<file path="config.mk">
export PLATFORM = sky130hd
export DESIGN_NAME = ld_merge_top
export DESIGN_NICKNAME = d
export VERILOG_FILES = /design/src/rtl/ld_merge_pkg.sv /design/src/rtl/ld_merge_ctrl.sv /design/src/rtl/ld_merge_dp.sv /design/src/rtl/ld_merge_top.sv
export SDC_FILE = /design/constraint.sdc
export NUM_CORES = 1
export LEC_CHECK = 0
export BUFFER_PORTS_ARGS = -buffer_cell sky130_fd_sc_hd__buf_2
export CAP_MARGIN = 5
export CORE_ASPECT_RATIO = 0.6
export CORE_MARGIN = 8
export CORE_UTILIZATION = 45
export DETAILED_ROUTE_END_ITERATION = 6
export PLACE_DENSITY = 0.72
export RECOVER_POWER = 25
export SLEW_MARGIN = 10
export SYNTH_ARGS = -nofsm -noshare
export SYNTH_HDL_FRONTEND = slang
export SYNTH_SLANG_ARGS = --single-unit
</file>
<file path="constraint.sdc">
create_clock -name clk -period 2.4 [get_ports clk]
set_input_delay 0.12 -clock clk [delete_from_list [all_inputs] [get_ports clk]]
set_output_delay 0.12 -clock clk [all_outputs]
set_load 0.02 [all_outputs]
</file>
<file path="src/rtl/ld_merge_pkg.sv">
package ld_merge_pkg;
  localparam int BUS_BYTES = 4;
  localparam int BUS_W     = BUS_BYTES * 8;
  localparam int OFF_W     = $clog2(BUS_BYTES);

  localparam logic [1:0] TRANS_IDLE   = 2'b00;
  localparam logic [1:0] TRANS_NONSEQ = 2'b10;
  localparam logic [2:0] SIZE_HALF    = 3'b001;
  localparam logic [2:0] SIZE_WORD    = 3'b010;
  localparam logic [2:0] BURST_SINGLE = 3'b000;

  typedef enum logic [2:0] {
    ST_IDLE, ST_ADDR1, ST_DATA1, ST_ADDR2, ST_DATA2, ST_DONE
  } mergeState_t;

  // strobes from sequencer to datapath
  typedef struct packed {
    logic latchReq;   // capture the new request
    logic capFirst;   // first data phase completes
    logic capSecond;  // second data phase completes
    logic useNext;    // drive the following word address
  } mergeCtl_t;
endpackage

</file>
<file path="src/rtl/ld_merge_ctrl.sv">
module ld_merge_ctrl
  import ld_merge_pkg::*;
(
  input  logic        clk,
  input  logic        rstN,
  input  logic        reqValid,
  input  logic        needTwo,
  input  logic        hReady,
  input  logic        hResp,
  output mergeCtl_t   ctl,
  output logic [1:0]  hTrans,
  output logic        rspValid
);
  mergeState_t state, nextState;

  always_ff @(posedge clk or negedge rstN) begin
    if (!rstN) state <= ST_IDLE;
    else       state <= nextState;
  end

  always_comb begin
    nextState = state;
    ctl       = '0;
    hTrans    = TRANS_IDLE;
    unique case (state)
      ST_IDLE: begin
        if (reqValid) begin
          ctl.latchReq = 1'b1;
          nextState    = ST_ADDR1;
        end
      end
      ST_ADDR1: begin
        hTrans = TRANS_NONSEQ;
        if (hReady) nextState = ST_DATA1;
      end
      ST_DATA1: begin
        if (hReady) begin
          ctl.capFirst = 1'b1;
          nextState    = (needTwo && !hResp) ? ST_ADDR2 : ST_DONE;
        end
      end
      ST_ADDR2: begin
        ctl.useNext = 1'b1;
        hTrans      = TRANS_NONSEQ;
        if (hReady) nextState = ST_DATA2;
      end
      ST_DATA2: begin
        ctl.useNext = 1'b1;
        if (hReady) begin
          ctl.capSecond = 1'b1;
          nextState     = ST_DONE;
        end
      end
      ST_DONE:  nextState = ST_IDLE;
      default:  nextState = ST_IDLE;
    endcase
  end

  assign rspValid = (state == ST_DONE);
endmodule

</file>
<file path="src/rtl/ld_merge_dp.sv">
module ld_merge_dp
  import ld_merge_pkg::*;
#(
  parameter int ADDR_W = 32
) (
  input  logic              clk,
  input  logic              rstN,
  input  mergeCtl_t         ctl,
  input  logic [ADDR_W-1:0] reqAddr,
  input  logic              reqWord,
  input  logic [BUS_W-1:0]  hRdata,
  input  logic              hResp,
  input  logic              rspValid,
  output logic [ADDR_W-1:0] hAddr,
  output logic [2:0]        hSize,
  output logic              needTwo,
  output logic [BUS_W-1:0]  rspData,
  output logic              rspError
);
  localparam int JOIN_BYTES = 2 * BUS_BYTES;
  localparam int IDX_W      = $clog2(JOIN_BYTES);

  logic [ADDR_W-1:0] addrQ;
  logic              wordQ;
  logic [BUS_W-1:0]  firstQ, secondQ;
  logic              errQ;

  always_ff @(posedge clk or negedge rstN) begin
    if (!rstN) begin
      addrQ   <= '0;
      wordQ   <= 1'b0;
      firstQ  <= '0;
      secondQ <= '0;
      errQ    <= 1'b0;
    end else begin
      if (ctl.latchReq) begin
        addrQ <= reqAddr;
        wordQ <= reqWord;
        errQ  <= 1'b0;
      end
      if (ctl.capFirst) begin
        firstQ <= hRdata;
        if (hResp) errQ <= 1'b1;
      end
      if (ctl.capSecond) begin
        secondQ <= hRdata;
        if (hResp) errQ <= 1'b1;
      end
    end
  end

  logic [OFF_W-1:0]  offset;
  logic [ADDR_W-1:0] alignedAddr, nextAddr;
  logic              narrow;

  assign offset      = addrQ[OFF_W-1:0];
  assign alignedAddr = {addrQ[ADDR_W-1:OFF_W], {OFF_W{1'b0}}};
  assign nextAddr    = alignedAddr + ADDR_W'(BUS_BYTES);
  assign narrow      = !wordQ && !offset[0];
  assign needTwo     = wordQ ? (offset != '0) : (offset == OFF_W'(BUS_BYTES - 1));
  assign hAddr       = ctl.useNext ? nextAddr : (narrow ? addrQ : alignedAddr);
  assign hSize       = narrow ? SIZE_HALF : SIZE_WORD;

  // byte lane selection from the two fetched words, little-endian
  logic [JOIN_BYTES-1:0][7:0] joined;
  logic [BUS_BYTES-1:0][7:0]  merged;
  assign joined = {secondQ, firstQ};

  for (genvar k = 0; k < BUS_BYTES; k++) begin : gLane
    logic [IDX_W-1:0] srcIdx;
    assign srcIdx = IDX_W'(offset) + IDX_W'(k);
    if (k < BUS_BYTES / 2) begin : gLow
      assign merged[k] = joined[srcIdx];
    end else begin : gHigh
      assign merged[k] = wordQ ? joined[srcIdx] : 8'h00;
    end
  end

  assign rspData  = (rspValid && !errQ) ? merged : '0;
  assign rspError = rspValid && errQ;
endmodule

</file>
<file path="src/rtl/ld_merge_top.sv">
module ld_merge_top
  import ld_merge_pkg::*;
#(
  parameter int ADDR_W = 32
) (
  input  logic              clk,
  input  logic              rstN,
  input  logic              reqValid,
  input  logic [ADDR_W-1:0] reqAddr,
  input  logic              reqWord,
  output logic              rspValid,
  output logic [31:0]       rspData,
  output logic              rspError,
  output logic [ADDR_W-1:0] hAddr,
  output logic [1:0]        hTrans,
  output logic [2:0]        hSize,
  output logic [2:0]        hBurst,
  output logic              hWrite,
  input  logic [31:0]       hRdata,
  input  logic              hReady,
  input  logic              hResp
);
  mergeCtl_t ctl;
  logic      needTwo;

  ld_merge_ctrl ctrlInst (
    .clk      (clk),
    .rstN     (rstN),
    .reqValid (reqValid),
    .needTwo  (needTwo),
    .hReady   (hReady),
    .hResp    (hResp),
    .ctl      (ctl),
    .hTrans   (hTrans),
    .rspValid (rspValid)
  );

  ld_merge_dp #(.ADDR_W(ADDR_W)) dpInst (
    .clk      (clk),
    .rstN     (rstN),
    .ctl      (ctl),
    .reqAddr  (reqAddr),
    .reqWord  (reqWord),
    .hRdata   (hRdata),
    .hResp    (hResp),
    .rspValid (rspValid),
    .hAddr    (hAddr),
    .hSize    (hSize),
    .needTwo  (needTwo),
    .rspData  (rspData),
    .rspError (rspError)
  );

  assign hBurst = BURST_SINGLE;
  assign hWrite = 1'b0;
endmodule

</file>
# Word level (Yosys, flattened, before mapping)
# Cells that the tools add are included.
totals:
  ff_bits: 101
  input_bits: 70
  output_inout_bits: 75
op_classes:
  addsub: 4
  magnitude_cmp: 4
  eq_ne: 11
  n_mux: 34
  reduce_logical: 13
ops:
  columns: ["operator", "n"]
  rows:
  - ["$bmux W8 S3", 3]
  - ["$mux W32", 2]
  - ["$mux W8", 6]
  - ["$add A32 B3 Y32 const B", 1]
  - ["$mux W3", 6]
  - ["$bmux W8 S2", 1]
  - ["$pmux W3 S5", 1]
  - ["$lt A3 B4 Y1 const B", 3]
  - ["$mux W1", 12]
  - ["$ne A2 B2 Y1 const B", 5]
  - ["$add A2 B2 Y3 const B", 2]
  - ["$eq A3 B2 Y1 const B", 2]
  - ["$eq A3 B3 Y1 const B", 2]
  - ["$mux W2", 3]
  - ["$reduce_and A5 Y1", 1]
  - ["$logic_and A1 B1 Y1", 4]
  - ["$logic_not A1 Y1", 4]
  - ["$lt A2 B4 Y1 const B", 1]
  - ["$reduce_or A2 Y1", 2]
  - ["$add A2 B1 Y3 const B", 1]
  - ["$eq A3 B1 Y1 const B", 1]
  - ["$logic_not A3 Y1", 1]
  - ["$eq A2 B2 Y1 const B", 1]
  - ["$reduce_bool A2 Y1", 1]

# Longest topological paths before layout
# Gate-level depths: netlist of the first run.
depth:
  ltp_word: 7
  ltp_mapped: 11
  ltp_nobuf: 7

# Cells and area by module
# From an unflattened synthesis of the first run, not the netlist that was laid out.
unflattened:
  cells_unflattened: 453
  hier_area_um2: 6038.3
by_module_without_submodules:
  columns: ["module", "instances", "cells_each", "area_each_um2"]
  rows:
  - ["ld_merge_dp", 1, 424, 5760.5]
  - ["ld_merge_ctrl", 1, 24, 244.0]
  - ["ld_merge_top", 1, 5, 33.8]

# Worst setup path after synthesis of the first run
# No wires, ideal clock.
synth_path:
  path_type: "reg-to-output"
  start: "reg dpInst.addrQ[0]"
  end: "out rspData[24]"
  arrival_time_ns: 2.468
  t_required_ns: 2.280
  slack_ns: -0.188
  stages_incl_launch_ff: 11
  n_path_buf: 5
  path_cell_list: "dfrtp_1 clkbuf_1 buf_2 buf_2 inv_1 ha_1 clkbuf_1 buf_1 mux4_2 mux2i_1 nor2_1"
synth_via:
  elab_chain_cells: 5
synth_lines:
  columns: ["item", "line", "rtl"]
  rows:
  - ["start, declared", "ld_merge_dp.sv:23", "logic [ADDR_W-1:0] addrQ;"]
  - ["start signal, assigned", "ld_merge_dp.sv:37", "addrQ <= reqAddr;"]
  - ["$add A2 B2 Y3", "ld_merge_dp.sv:71", "assign srcIdx = IDX_W'(offset) + IDX_W'(k);"]
  - ["$bmux W8 S3", "ld_merge_dp.sv:75", "assign merged[k] = wordQ ? joined[srcIdx] : 8'h00;"]
  - ["$mux W8 (implied by the code)", "ld_merge_dp.sv:75", null]
  - ["$mux W8", "ld_merge_dp.sv:75", null]
  - ["$mux W32", "ld_merge_dp.sv:79", "assign rspData = (rspValid && !errQ) ? merged : '0;"]
  - ["end, declared", "ld_merge_top.sv:12", "output logic [31:0] rspData,"]
# Every way passes these cells. The select of a mux whose other input is x is not followed.

# Worst setup path in the final report of the first run
layout_path:
  start: "reg ctrlInst.state[1]"
  end: "out rspData[31]"
layout_via:
  elab_chain_cells: 3
layout_lines:
  columns: ["item", "line", "rtl"]
  rows:
  - ["start, declared", "ld_merge_ctrl.sv:14", "mergeState_t state, nextState;"]
  - ["start signal, assigned", "ld_merge_ctrl.sv:18", "else state <= nextState;"]
  - ["$eq A3 B3 Y1", "ld_merge_ctrl.sv:59", "assign rspValid = (state == ST_DONE);"]
  - ["$logic_and A1 B1 Y1", "ld_merge_dp.sv:79", null]
  - ["$mux W32", "ld_merge_dp.sv:79", null]
# Every way passes these cells.

==> flow_metrics.env, run 1 <==
export IMPL_nNetsFinal=672
export IMPL_startpoint="ctrlInst.state[1]"
export IMPL_critPathRequiredTime_ns=2.28
export IMPL_yosysSeqAreaShare=0.4188
export IMPL_track_usage=0.1840
export IMPL_row_count=32
export IMPL_cts_tree="yes"
export IMPL_clkTransAtPathRegs_ns=0.07
export IMPL_ys_ff_latch=101
export IMPL_reg2reg_from="ctrlInst.state[2]"
export IMPL_ir_drop_mv=0.5803
export IMPL_die_area_sq_mm=0.01749
export IMPL_antenna_found_initial=0
export IMPL_cts_num_sinks=101
export IMPL_fin_crit_sh=0.9625
export IMPL_worstPathMaxFanout=10
export IMPL_fin_hold_ws_ns=0.01565
export IMPL_yosys_warnings=0
export IMPL_routed_via_density=5.631
export IMPL_hold_viol=0
export IMPL_async_reset_ff_frac=1.000
export IMPL_total_power_mw=10.66
export IMPL_max_slew_margin=0.2668
export IMPL_synthFlopType="dfrtp_1"
export IMPL_fp_dieH_um=105.7
export IMPL_cp_arrival_ns=2.19
export IMPL_num_vias=4353
export IMPL_overflow=0
export IMPL_timing_final_crit_period_ns=2.310
export IMPL_final_common_cell="buf_2"
export IMPL_syn_area_sq_mm=0.006035
export IMPL_cts_root_buf="clkbuf_16"
export IMPL_hold_start="reqAddr[18]"
export IMPL_area_growth_pct=21.96
export IMPL_status="finished clean"
export IMPL_grt_start_max_net_pins=60
export IMPL_drc_errors=0
export IMPL_maxSlewViolCount=0
export IMPL_port_buffers=137
export IMPL_wl_per_cell_um=20.63
export IMPL_clk_latency_ns=0.34
export IMPL_endpoint_kind="primary output"
export IMPL_start_util=0.4652
export IMPL_min_path_type="input port to flip-flop"
export IMPL_dpl_cell_count=746
export IMPL_fmax_mhz=432.9
export IMPL_worst_slew_pin_slew_ns=1.100
export IMPL_place_congestion=0.8122
export IMPL_utilization=0.5673
export IMPL_netlist_instances=457
export IMPL_firstDrtPassIters=4
export IMPL_boundaryPins=145
export IMPL_grt_pass1_wl_um=25640
export IMPL_crit_chain="buf_4, nor2b_1, nand2_1, nor2_1, nand2_1, nor2_1, buf_2"
export IMPL_hpwlAfterDp_um=11640
export IMPL_crit_type="flip-flop to primary output"
export IMPL_cpPeakStageDelay_ns=0.41
export IMPL_fin_cells=773
export IMPL_wl_um=15950
export IMPL_die_x_um=165.5
export IMPL_grt_pass1_vias=4639
export IMPL_clockBufferDepth=2
export IMPL_first_iter_violations=273
export IMPL_drv_cap=0
export IMPL_layout_drive_gt1_share=0.5672
export IMPL_synth_edf_count=0
export IMPL_start_kind="flip-flop"
export IMPL_fill_cells=1083
export IMPL_final_cell_mix="buf_2 (134), dfrtp_1 (99), mux2_2 (96), mux4_2 (48), xnor2_1 (23)"
export IMPL_numCtsBuffers=9
export IMPL_p_leak_nw=3.276
export IMPL_postSynthAreaPerCell_sq_um=13.20
export IMPL_htree_levels=3
export IMPL_antenna_cells=0
export IMPL_cp_slowest_cell="nand2_1"
export IMPL_antenna_left=0
export IMPL_fin_skew_ns=0.006508
export IMPL_power_density_mw_per_mm2=1448
export IMPL_setup_viol=0
export IMPL_ys_types=37
export IMPL_core_sq_mm=0.01297
flip-flops by register name (all words and copies together), names as in the netlist:
name / cells
dpInst.addrQ: 32
dpInst.firstQ: 32
dpInst.secondQ: 32
ctrlInst.state: 3
dpInst.errQ: 1
dpInst.wordQ: 1
synthesized netlist by cell type (7+ instances only):
| library cell | number | area [sq um] |
|---|---|---|
| dfrtp_1 | 101 | 2527 |
| mux2_2 | 96 | 1081 |
| mux4_2 | 48 | 1081 |
| nor2_1 | 27 | 101.4 |
| xnor2_1 | 23 | 201.4 |
| nand2_1 | 19 | 71.32 |
| buf_2 | 18 | 90.09 |
| and3_1 | 16 | 100.1 |
| mux2i_1 | 16 | 160.2 |
| and2_1 | 12 | 75.07 |
| nand3_1 | 10 | 50.05 |
| buf_4 | 8 | 60.06 |
| o21ai_0 | 8 | 40.04 |
| clkbuf_1 | 7 | 26.28 |
| inv_1 | 7 | 26.28 |
layer usage:
layer / vias up / wire (um) / global-route usage
met4: 0 / 194 / 0.04759
li1: 1947 / - / -
met2: 143 / 7424 / 0.2803
met3: 17 / 1276 / 0.04895
met1: 2246 / 7054 / 0.2557
met5: - / 0 / 0
worst max-delay path, delay by kind of cell (launching register included):
family                 cells  cell delay (ns)
flip-flops                 1             0.38
AND/OR/NAND/NOR            5             1.08
buffers and inverters      2             0.37
kinds of logic (layout without fill, tap and decap cells):
| kind of cell | count (synthesis) | count (layout) | share of synthesized area |
|---|---|---|---|
| flip-flops | 101 | 101 | 0.4188 |
| XOR/XNOR | 29 | 29 | 0.04209 |
| AO/OA/AOI/OAI | 15 | 15 | 0.01638 |
| adder cells (fa/ha/maj) | 3 | 3 | 0.006221 |
| AND/OR/NAND/NOR | 103 | 103 | 0.09185 |
| buffers and inverters | 45 | 185 | 0.03919 |
| other | 1 | 7 | 0.0006214 |
| multiplexers | 160 | 160 | 0.3848 |
final timing paths:
check                               endpoint  slack [ns]  depth (start not counted)
max                              rspData[31]        0.09                          7
min                         dpInst.addrQ[18]        0.02                          2
max reg2reg                 dpInst.addrQ[17]        0.37                          6
min reg2reg                 dpInst.addrQ[31]        0.54                          1
max in group asynchronous    dpInst.addrQ[0]        0.98                          3
min in group asynchronous  dpInst.firstQ[22]        0.52                          2
timing repair:
action                     CTS  global route
gates resized for setup      2             7
hold buffers                 5             0
setup endpoints to repair   14            27
pin swaps                    1             4
buffers inserted             4             3
hold endpoints to repair    46             0
cloned                       0             0
final cells by class:
| type | instances | area (sq um) | share of cell area |
|---|---|---|---|
| Timing Repair Buffer | 163 | 934.6 | 0.1270 |
| Clock inverter | 5 | 60.06 | 0.008160 |
| Inverter | 7 | 26.28 | 0.003570 |
| Multi-Input combinational cell | 317 | 3357 | 0.4561 |
| Sequential cell | 101 | 2530 | 0.3438 |
| Clock buffer | 10 | 239.0 | 0.03247 |
| Tap cell | 170 | 212.7 | 0.02890 |
power by group:
part	internal (mW)	total, mW	switching (mW)
clock	0.836	1.48	0.643
combinational	3.15	5.66	2.51
sequential	2.57	3.52	0.955
total	6.55	10.7	4.10
stage by stage:
step	setup WS [ns]	setup TNS, ns	instance area (sq um)
floorplan	0.01783	0	6106
global placement	0.3829	0	6928
detailed placement	0.3111	0	6928
CTS	0.009692	0	7312
global route	-0.009792	-0.01413	7360
finish	0.09004	0	7360
(Power assumes the default switching activity.)
==> inputs of run 2 (changes only) <==
--- a/config.mk
+++ b/config.mk
@@ -7,11 +7,13 @@
 export LEC_CHECK = 0
 export BUFFER_PORTS_ARGS = -buffer_cell sky130_fd_sc_hd__buf_2
 export CAP_MARGIN = 5
+export CELL_PAD_IN_SITES_DETAIL_PLACEMENT = 0
+export CELL_PAD_IN_SITES_GLOBAL_PLACEMENT = 1
 export CORE_ASPECT_RATIO = 0.6
 export CORE_MARGIN = 8
-export CORE_UTILIZATION = 45
+export CORE_UTILIZATION = 39
 export DETAILED_ROUTE_END_ITERATION = 6
-export PLACE_DENSITY = 0.72
+export PLACE_DENSITY_LB_ADDON = 0.1
 export RECOVER_POWER = 25
 export SLEW_MARGIN = 10
 export SYNTH_ARGS = -nofsm -noshare
==> run 2 against run 1 <==
Final cell count grew 7.4%. Worst setup slack lost 0.0020 ns. Design area grew 4.0%. Clock skew shrank 0.0011 ns. Non-clock buffer count grew 23. First-iteration DRC count shrank 2.9%. Largest cell class unchanged. Global-route usage shrank 1.8 points. Combinational power is essentially flat. Largest power group unchanged. Core utilization shrank 6.5 points. Register-to-register slack gained 0.26 ns. Clock-buffer cell count grew 2. Critical path depth is the same.
==> flow_metrics.env, run 2 (synthesis results as in run 1) <==
export IMPL_cpPeakStageDelay_ns=0.39
export IMPL_row_count=35
export IMPL_first_iter_violations=265
export IMPL_firstDrtPassIters=5
export IMPL_maxSlewViolCount=0
export IMPL_worst_r2r_setup_slack_ns=0.63
export IMPL_hold_viol=0
export IMPL_clkTransAtPathRegs_ns=0.07
export IMPL_cp_depth=7
export IMPL_die_area_sq_mm=0.01984
export IMPL_overflow=0
export IMPL_timing_final_crit_period_ns=2.312
export IMPL_port_buffers=137
export IMPL_critPathRequiredTime_ns=2.28
export IMPL_grt_start_max_net_pins=51
export IMPL_antenna_found_initial=0
export IMPL_cts_root_buf="clkbuf_16"
export IMPL_wl_per_cell_um=19.46
export IMPL_antenna_cells=0
export IMPL_whs_endpoint="dpInst.firstQ[6]"
export IMPL_p_leak_nw=3.386
export IMPL_drc_errors=0
export IMPL_power_density_mw_per_mm2=1392
export IMPL_num_vias=4376
export IMPL_critPathTopFamily="buffers and inverters"
export IMPL_final_cell_mix="buf_2 (134), dfrtp_1 (100), mux2_2 (96), mux4_2 (48), dlygate4sd3_1 (26)"
export IMPL_boundaryPins=145
export IMPL_clockBufferDepth=2
export IMPL_hold_start="hRdata[6]"
export IMPL_worst_slew_pin_slew_ns=0.9985
export IMPL_fin_crit_sh=0.9633
export IMPL_antenna_left=0
export IMPL_area_growth_pct=26.87
export IMPL_endpoint_kind="primary output"
export IMPL_core_sq_mm=0.01524
export IMPL_place_congestion=0.7886
export IMPL_reg_top3="dpInst.addrQ (32), dpInst.firstQ (32), dpInst.secondQ (32)"
export IMPL_min_path_type="input port to flip-flop"
export IMPL_fin_skew_ns=0.005452
export IMPL_max_slew_margin=0.3343
export IMPL_rsz0062_at_grt="yes"
export IMPL_wl_um=16160
export IMPL_cp_arrival_ns=2.19
export IMPL_cp_slowest_cell="dfrtp_2"
export IMPL_crit_chain="inv_1, ha_1, buf_4, mux4_2, mux2i_1, nor2_2, buf_2"
export IMPL_dpl_cell_area_sq_mm=0.007024
export IMPL_routed_via_density=5.272
export IMPL_path_buf_inv=3
export IMPL_worstPathMaxFanout=20
export IMPL_grt_pass1_wl_um=25900
export IMPL_drv_cap=0
export IMPL_cts_tree="yes"
export IMPL_reg2reg_depth=5
export IMPL_fmax_mhz=432.5
export IMPL_fin_area_sq_mm=0.007656
export IMPL_final_common_cell="buf_2"
export IMPL_reg2reg_from="ctrlInst.state[2]"
export IMPL_utilization=0.5024
export IMPL_r2r_end="dpInst.addrQ[19]"
export IMPL_nNetsFinal=695
export IMPL_die_x_um=176.6
export IMPL_worst_hold_path_num_cells=2
export IMPL_hpwlAfterDp_um=11900
export IMPL_layout_drive_gt1_share=0.5486
export IMPL_setup_tns_final_ns=0
export IMPL_ir_drop_mv=0.5920
export IMPL_fp_dieH_um=112.4
export IMPL_clk_latency_ns=0.35
export IMPL_start_util=0.3960
export IMPL_status="finished clean"
export IMPL_htree_levels=3
export IMPL_track_usage=0.1656
export IMPL_numCtsBuffers=9
export IMPL_setup_viol=0
export IMPL_crit_type="flip-flop to primary output"
export IMPL_cts_num_sinks=101
export IMPL_grt_pass1_vias=4674
export IMPL_start_kind="flip-flop"
## run 2: where the power goes
part / internal (mW) / switching, mW / leakage [nW]
Combinational: 3.14 / 2.51 / 2.02
Sequential: 2.57 / 0.918 / 1.22
Clock: 0.872 / 0.646 / 0.149
## run 2: per-stage QoR
step	worst slack, ns	std cells	hold WS (ns)	power (mW)
floorplan	0.01783	463	-0.1756	7.683
global route	-0.01351	830	0.005318	11.35
CTS	0.03298	825	0.0006089	10.73
detailed placement	0.3528	783	0.1249	9.144
finish	0.08800	830	0.01252	10.66
global placement	0.4023	783	0.1207	9.036
## run 2: layout make-up
| cell class | instances | area, sq um |
|---|---|---|
| clock inverters | 4 | 55.05 |
| fillers | 1391 | 7584 |
| clock buffers | 12 | 256.5 |
| well taps | 203 | 254.0 |
| multi-input cells | 317 | 3364 |
| flip-flops and latches | 101 | 2529 |
| inverters | 7 | 26.28 |
| repair buffers | 186 | 1171 |
## run 2: worst max-delay path by stage
stage	start	slack, ns	endpoint
6_report	dpInst.addrQ[0]	0.09	rspData[9]
5_1_grt	ctrlInst.state[2]	-0.01	hAddr[23]
4_1_cts	dpInst.addrQ[0]	0.03	rspData[31]
3_5_place_dp	dpInst.addrQ[5]	0.35	hAddr[23]
3_3_place_gp	dpInst.addrQ[5]	0.40	hAddr[23]
2_1_floorplan	dpInst.addrQ[0]	0.02	rspData[31]
## run 2: timing repair
item | 4_1_cts | 5_1_grt
gates resized for setup | 0 | 7
endpoints found under the hold margin | 55 | 2
setup endpoints to repair | 8 | 6
buffers inserted | 2 | 3
hold buffers | 24 | 2
pin swaps | 1 | 2
## run 2: metal layers
metal | global-route usage | wire length (um)
met1 | 0.2376 | 7905
met2 | 0.2454 | 7092
met3 | 0.04056 | 974
met4 | 0.04294 | 183
met5 | 0 | 0
